`config.mk`:
```
export PLATFORM = sky130hd
export DESIGN_NAME = xfer_start_gate
export DESIGN_NICKNAME = d
export VERILOG_FILES = /design/src/rtl/xsg_pkg.sv /design/src/rtl/xsg_thr_regs.sv /design/src/rtl/xsg_thr_cmp.sv /design/src/rtl/xsg_fsm.sv /design/src/rtl/xfer_start_gate.sv
export SDC_FILE = /design/constraint.sdc
export NUM_CORES = 1
export LEC_CHECK = 0
export BUFFER_PORTS_ARGS = -buffer_cell sky130_fd_sc_hd__buf_2
export CORE_AREA = 2 2 71 46
export DETAILED_ROUTE_END_ITERATION = 12
export DIE_AREA = 0 0 73 48
export PLACE_DENSITY = 0.75
export SYNTH_ARGS = -nofsm -noshare
export SYNTH_HDL_FRONTEND = slang
export SYNTH_HIERARCHICAL = 1
export SYNTH_SLANG_ARGS = --single-unit
```
`constraint.sdc`:
```
create_clock -name clk -period 1.91 [get_ports clk]
set_input_delay 0.0955 -clock clk [delete_from_list [all_inputs] [get_ports clk]]
set_output_delay 0.0955 -clock clk [all_outputs]
set_load 0.05 [all_outputs]
```
`src/rtl/xsg_pkg.sv`:
```
package xsg_pkg;

  typedef enum logic [2:0] {
    GS_IDLE      = 3'd0,
    GS_BUSY      = 3'd1,
    GS_CHAIN     = 3'd2,
    GS_EXIT_ISS  = 3'd3,
    GS_EXIT_WAIT = 3'd4,
    GS_STOP_ISS  = 3'd5,
    GS_STOP_WAIT = 3'd6
  } gate_st_e;

  typedef enum logic {
    COND_START   = 1'b0,
    COND_RESTART = 1'b1
  } cond_e;

  // Attributes of the running transfer kept while it is on the bus
  typedef struct packed {
    logic hdr;
    logic toc;
  } run_attr_t;

endpackage

```
`src/rtl/xsg_thr_regs.sv`:
```
module xsg_thr_regs #(
  parameter int LW = 6
) (
  input  logic          clk,
  input  logic          rst_n,
  input  logic          we,
  input  logic [LW-1:0] tx_wdata,
  input  logic [LW-1:0] rx_wdata,
  output logic [LW-1:0] tx_thr,
  output logic [LW-1:0] rx_thr
);

  logic [LW-1:0] tx_d, rx_d;

  always_comb begin
    tx_d = tx_thr;
    rx_d = rx_thr;
    if (we) begin
      tx_d = tx_wdata;
      rx_d = rx_wdata;
    end
  end

  always_ff @(posedge clk or negedge rst_n) begin
    if (!rst_n) begin
      tx_thr <= '0;
      rx_thr <= '0;
    end else begin
      tx_thr <= tx_d;
      rx_thr <= rx_d;
    end
  end

endmodule

```
`src/rtl/xsg_thr_cmp.sv`:
```
module xsg_thr_cmp #(
  parameter int LW = 6
) (
  input  logic          rnw,
  input  logic [LW-1:0] tx_level,
  input  logic [LW-1:0] rx_free,
  input  logic [LW-1:0] tx_thr,
  input  logic [LW-1:0] rx_thr,
  output logic          met
);

  logic tx_ok, rx_ok;

  // A zero threshold compares as always satisfied
  assign tx_ok = (tx_level >= tx_thr);
  assign rx_ok = (rx_free  >= rx_thr);
  assign met   = rnw ? rx_ok : tx_ok;

endmodule

```
`src/rtl/xsg_fsm.sv`:
```
module xsg_fsm
  import xsg_pkg::*;
(
  input  logic clk,
  input  logic rst_n,
  input  logic cmd_valid,
  input  logic cmd_hdr,
  input  logic cmd_toc,
  input  logic thr_met,
  input  logic xfer_done,
  input  logic seq_ack,
  output logic start_pulse,
  output logic start_kind,
  output logic exit_req,
  output logic stop_req,
  output logic next_is_restart
);

  gate_st_e  st_q, st_d;
  run_attr_t cur_q, cur_d;
  cond_e     kind;
  logic      cur_en;

  always_comb begin
    st_d        = st_q;
    cur_d       = cur_q;
    cur_en      = 1'b0;
    start_pulse = 1'b0;
    kind        = COND_START;
    unique case (st_q)
      GS_IDLE: begin
        if (cmd_valid && thr_met) begin
          start_pulse = 1'b1;
          kind        = COND_START;
          cur_en      = 1'b1;
          st_d        = GS_BUSY;
        end
      end
      GS_BUSY: begin
        if (xfer_done) begin
          if (cur_q.toc) st_d = cur_q.hdr ? GS_EXIT_ISS : GS_STOP_ISS;
          else           st_d = GS_CHAIN;
        end
      end
      GS_CHAIN: begin
        if (cmd_valid) begin
          if (!cmd_hdr || thr_met) begin
            start_pulse = 1'b1;
            kind        = COND_RESTART;
            cur_en      = 1'b1;
            st_d        = GS_BUSY;
          end else begin
            st_d = GS_EXIT_ISS;
          end
        end
      end
      GS_EXIT_ISS:  st_d = GS_EXIT_WAIT;
      GS_EXIT_WAIT: if (seq_ack) st_d = GS_STOP_ISS;
      GS_STOP_ISS:  st_d = GS_STOP_WAIT;
      GS_STOP_WAIT: if (seq_ack) st_d = GS_IDLE;
      default:      st_d = GS_IDLE;
    endcase
    if (cur_en) begin
      cur_d.hdr = cmd_hdr;
      cur_d.toc = cmd_toc;
    end
  end

  always_ff @(posedge clk or negedge rst_n) begin
    if (!rst_n) begin
      st_q  <= GS_IDLE;
      cur_q <= '0;
    end else begin
      st_q <= st_d;
      if (cur_en) cur_q <= cur_d;
    end
  end

  assign start_kind      = kind;
  assign exit_req        = (st_q == GS_EXIT_ISS);
  assign stop_req        = (st_q == GS_STOP_ISS);
  assign next_is_restart = (st_q == GS_CHAIN);

endmodule

```
`src/rtl/xfer_start_gate.sv`:
```
module xfer_start_gate #(
  parameter int FIFO_DEPTH = 32,
  localparam int LW = $clog2(FIFO_DEPTH + 1)
) (
  input  logic          clk,
  input  logic          rst_n,
  input  logic          thr_we,
  input  logic [LW-1:0] thr_tx_wdata,
  input  logic [LW-1:0] thr_rx_wdata,
  input  logic [LW-1:0] tx_level,
  input  logic [LW-1:0] rx_free,
  input  logic          cmd_valid,
  input  logic          cmd_rnw,
  input  logic          cmd_hdr,
  input  logic          cmd_toc,
  input  logic          xfer_done,
  input  logic          seq_ack,
  output logic          start_pulse,
  output logic          start_kind,
  output logic          exit_req,
  output logic          stop_req,
  output logic          next_is_restart
);

  logic [LW-1:0] tx_thr, rx_thr;
  logic          thr_met;

  xsg_thr_regs #(.LW(LW)) u_regs (
    .clk      (clk),
    .rst_n    (rst_n),
    .we       (thr_we),
    .tx_wdata (thr_tx_wdata),
    .rx_wdata (thr_rx_wdata),
    .tx_thr   (tx_thr),
    .rx_thr   (rx_thr)
  );

  xsg_thr_cmp #(.LW(LW)) u_cmp (
    .rnw      (cmd_rnw),
    .tx_level (tx_level),
    .rx_free  (rx_free),
    .tx_thr   (tx_thr),
    .rx_thr   (rx_thr),
    .met      (thr_met)
  );

  xsg_fsm u_fsm (
    .clk             (clk),
    .rst_n           (rst_n),
    .cmd_valid       (cmd_valid),
    .cmd_hdr         (cmd_hdr),
    .cmd_toc         (cmd_toc),
    .thr_met         (thr_met),
    .xfer_done       (xfer_done),
    .seq_ack         (seq_ack),
    .start_pulse     (start_pulse),
    .start_kind      (start_kind),
    .exit_req        (exit_req),
    .stop_req        (stop_req),
    .next_is_restart (next_is_restart)
  );

endmodule

```
Word-level counts from Yosys, hierarchy flattened
Index checks and enable logic that the tools add are counted.
{"block": "op_classes", "add_sub_neg": 0, "multipliers": 0, "div": 0, "magnitude_cmp": 2, "n_eq_ne": 11, "n_shift": 0, "mux": 15, "n_bitwise": 0, "reduce_logical": 5}
{"cell": "$mux 3", "n": 7}
{"cell": "$pmux 3 s7", "n": 1}
{"cell": "$ge 6x6->1", "n": 2}
{"cell": "$eq 3x3->1 const B", "n": 3}
{"cell": "$ne 2x2->1 const B", "n": 4}
{"cell": "$eq 3x2->1 const B", "n": 2}
{"cell": "$mux 1", "n": 5}
{"cell": "$reduce_and 5->1", "n": 1}
{"cell": "$eq 3x1->1 const B", "n": 1}
{"cell": "$logic_not 3->1", "n": 1}
{"cell": "$mux 2", "n": 1}
{"cell": "$ne 2x1->1 const B", "n": 1}
{"cell": "$pmux 1 s2", "n": 1}
{"cell": "$logic_and 1x1->1", "n": 1}
{"cell": "$logic_not 1->1", "n": 1}
{"cell": "$logic_or 1x1->1", "n": 1}
{"block": "totals", "register_bits": 17, "latchBits": 0, "ram_bits": 0, "mem_bits_ro": 0, "inputBits": 33, "elab_cells": 38, "memories": 0}

Longest topological paths before layout
{"block": "logic_depth", "word_depth": 6, "ltp_mapped": 9, "ltp_nobuf": 9}

Modules after synthesis
The synthesis kept the hierarchy.
{"module": "xsg_thr_regs", "instances": 1, "cells_each": 25, "area_per_inst_um2": 484.2, "seq_area_each_um2": 300.3}
{"module": "xsg_fsm", "instances": 1, "cells_each": 38, "area_per_inst_um2": 379.1, "seq_area_each_um2": 125.1}
{"module": "xsg_thr_cmp", "instances": 1, "cells_each": 41, "area_per_inst_um2": 309.0, "seq_area_each_um2": 0.0}

Worst setup path before layout
OpenSTA, ideal clock, no wires.
{"block": "synth_path", "path_kind": "register to output", "startpoint": "reg u_fsm.st_q[0]", "endpoint": "out start_kind", "arrival_time_ns": 2.323, "path_slack_ns": -0.509, "path_stages_with_launch": 4, "n_path_buf": 1, "path_cell_list": "dfrtp_1 -> buf_4 -> nor3_1 -> and3_1"}
{"block": "synth_between", "elab_chain_cells": 2}
{"element": "start: declaration", "line_no": "xsg_fsm.sv:19", "text": "gate_st_e st_q, st_d;"}
{"element": "start signal: assignment", "line_no": "xsg_fsm.sv:74", "text": "st_q <= st_d;"}
{"element": "$eq 3x2->1"}
{"element": "named net next_is_restart", "line_no": "xfer_start_gate.sv:22", "text": "output logic next_is_restart"}
{"element": "$mux 1"}
{"element": "end: declaration", "line_no": "xfer_start_gate.sv:19", "text": "output logic start_kind,"}
The timed path passes the listed nets, and every way through them passes these cells.

Worst setup path after layout
{"block": "layout_path", "startpoint": "reg u_regs.rx_thr[0]", "endpoint": "out start_kind"}
{"block": "layout_between", "elab_chain_cells": 6}
{"element": "start: declaration", "line_no": "xsg_thr_regs.sv:10", "text": "output logic [LW-1:0] rx_thr"}
{"element": "start signal: assignment", "line_no": "xsg_thr_regs.sv:30", "text": "rx_thr <= rx_d;"}
{"element": "$ge 6x6->1", "line_no": "xsg_thr_cmp.sv:16", "text": "assign rx_ok = (rx_free >= rx_thr);"}
{"element": "$mux 1", "line_no": "xsg_thr_cmp.sv:17", "text": "assign met = rnw ? rx_ok : tx_ok;"}
{"element": "named net thr_met", "line_no": "xfer_start_gate.sv:26", "text": "logic thr_met;"}
{"element": "$logic_or 1x1->1", "line_no": "xsg_fsm.sv:47", "text": "if (!cmd_hdr || thr_met) begin"}
{"element": "$mux 1", "line_no": "xsg_fsm.sv:47"}
{"element": "$mux 1", "line_no": "xsg_fsm.sv:46", "text": "if (cmd_valid) begin"}
{"element": "$mux 1"}
The timed path passes the listed nets, and every way through them passes these cells.

==> results.ini <==
[run_status]
outcome = finished, violations left
violations = negative setup slack

[grt]
met1_usage_pct = 22.3
antenna_found_initial = 0
grt_max_degree = 18
grt_util_all_layers_pct = 16.4
grt_pass1_wl_mm = 4.12
first_global_vias = 902
grt_overflow_total = 0
grt_busiest_layer = met2
grtUsageMet3_pct = 5.89
grt_use_met2_pct = 25.4

[timing]
period_needed_ps = 2030
setup_violations = 4
slew_violations = 0
rsz0062_at_grt = yes
clock_skew_ps = 5.45
hold_viol = 0
tns_ps = -184
holdWs_ps = 69.7
max_slew_margin_pct = 68.0
finalCritPeriodShare_pct = 106
max_freq_mhz = 493
setup_ws_ps = -119
worstMarginPinSlew_ps = 480

[route]
antenna_left = 0
first_pass_iters = 4
vias_per_cell = 4.91
drc = 0
wl_mm = 2.64
wire_per_inst_um = 14.6
drtIter0Drc = 49
vias = 884

[synth]
syn_inst = 104
synth_edf_count = 0
netlist_area_mm2 = 0.00117
synth_cell_types = 35
yosysWarningCount = 6
ys_ff_latch = 17
synth.area.top_cells = dfrtp_1 (36%), mux2_4 (14%), ha_1 (13%)
yosysSeqAreaShare_pct = 36.3
synth-main-ff-cell = dfrtp_1
syn_avg_cell_area_um2 = 11.3
yosys.area.top_type = dfrtp_1
synthTopCellsByCount = dfrtp_1 (17), inv_1 (14), ha_1 (12), mux2_4 (11)
synthArstFlopShare_pct = 100
synth.most_common_cell = dfrtp_1
synth_nets = 149
yosysTopAreaCellShare_pct = 36.3

[power]
power.total_mw = 1.46
leakage_nw = 0.800
vdd_ir_drop_max_mv = 0.338
p_per_area_mw_per_mm2 = 966

[floorplanning]
num_rows = 15
dieHeight_um = 48
ioPinCount = 38
dieArea_mm2 = 0.00350
core_mm2 = 0.00280
die_w_um = 73
start_util_pct = 41.9

[worst_setup_path]
crit_chain = ha_1, nand2b_4, a21oi_2, o21ai_1, o22a_1, nand2b_4, and3_4, buf_8
worst_r2r_endpoint = u_fsm/cur_q[1]
reg2reg_depth = 8
end_kind = output pin
cpMostUsedCell = nand2b_4
cp_data_required_time_ps = 1810
worstPathMaxFanout = 4
slowest_delay_ps = 380
crit_cells = 8
crit_buf_inv = 1
reg2reg_slack_ps = -20
crit_end = start_kind
crit_type = register to output pin
start_kind = register
crit_family = simple AND/OR/NAND/NOR gates
crit_start = u_regs/rx_thr[0]
r2r_start = u_regs/rx_thr[0]
worst_path_max_delay_cell = dfrtp_1
cp_data_arrival_time_ps = 1930

[placed_design]
gp_congestion = 0.769
io_buffer_count = 37
hpwl_mm = 2.00

[hold_path]
min_path_type = input pin to register
hold_depth = 2

[clock_network]
numCtsBuffers = 3
clkSinkCount = 17
worst_skew_pair.late_latency_ps = 250
clk_path_buf_depth = 2
cts.clk_slew.worst_paths_ps = 70
cts_tree = built
root_buffer = clkbuf_8
h-tree-depth = 1

[cells_and_area]
n_antenna_cell = 0
area_growth_pct = 28.9
drive_above_1_share_pct = 49.3
seqCellArea_um2 = 425
layout.nets = 192
utilization_pct = 54.0
num-fill-cells = 251
multi_input_area_um2 = 708

[job]
maxCapViolCount = 0

-- layer usage --
metal	part of all wire, %	wire length [µm]
met2	44	1170
met5	0	0
met3	6.8	179
met1	48	1270
met4	0.57	15
-- cell type report --
type                    instances  area share, %
flip-flops and latches         17           28.1
clock buffers                   4           2.98
inverters                      15           3.73
multi-input cells              69           46.9
repair buffers                 41           15.5
well taps                      34           2.81
-- state kept, by name, indices dropped and copies added, names as in the netlist --
register and flops:
u_regs/rx_thr 6, u_regs/tx_thr 6, u_fsm/st_q 3, u_fsm/cur_q 2
-- per-stage QoR --
stage / setup WS, ps / instance area [µm²] / instances
2_1_floorplan: 132 / 1180 / 104
3_3_place_gp: 26.3 / 1380 / 172
3_5_place_dp: 0.366 / 1380 / 172
4_1_cts: -173 / 1480 / 178
5_1_grt: -218 / 1510 / 180
6_report: -119 / 1510 / 180
-- worst min path at each step --
| stage | startpoint | to | slack [ps] |
|---|---|---|---|
| floorplan | rst_n | u_fsm/cur_q[0] | -200 |
| global route | thr_tx_wdata[5] | u_regs/tx_thr[5] | 60 |
| global placement | rst_n | u_regs/rx_thr[1] | 30 |
| CTS | thr_tx_wdata[5] | u_regs/tx_thr[5] | 60 |
| detailed placement | rst_n | u_regs/rx_thr[4] | 50 |
| finish | thr_tx_wdata[5] | u_regs/tx_thr[5] | 70 |
-- logic make-up after synthesis --
family	share of synthesized area [%]
buffers and inverters	7.36
flip-flops	36.3
multiplexers	18.9
AO/OA/AOI/OAI	11.4
adder cells (fa/ha/maj)	12.8
AND/OR/NAND/NOR	13.2
-- where the power goes --
part / total [mW] / switching (mW) / internal (mW)
sequential: 0.562 / 0.127 / 0.435
clock: 0.273 / 0.125 / 0.148
combinational: 0.625 / 0.305 / 0.320
total: 1.46 / 0.557 / 0.903
-- layout by cell type (no fill, tap or decap), types with 2 or more instances in the layout --
cell / synthesis / layout
inv_1: 14 / 14
ha_1: 12 / 11
mux2_4: 11 / 13
nand2b_4: 1 / 2
nor2_1: 5 / 5
clkbuf_8: 0 / 3
nand4_1: 2 / 2
dfrtp_1: 17 / 17
a21oi_2: 1 / 2
buf_2: 0 / 35
and3b_1: 2 / 2
mux2_2: 3 / 3
o21ai_0: 5 / 5
buf_4: 1 / 3
o21ai_1: 2 / 2
nand2b_1: 4 / 3
-- what timing repair did --
item	CTS	global route
pin swaps	6	4
hold endpoints to repair	17	0
setup buffers	1	2
hold buffers	1	0
resized for setup	9	2
cloned	0	0
endpoints found under the setup margin	3	5
No activity file was read; power rests on OpenSTA's default activity.
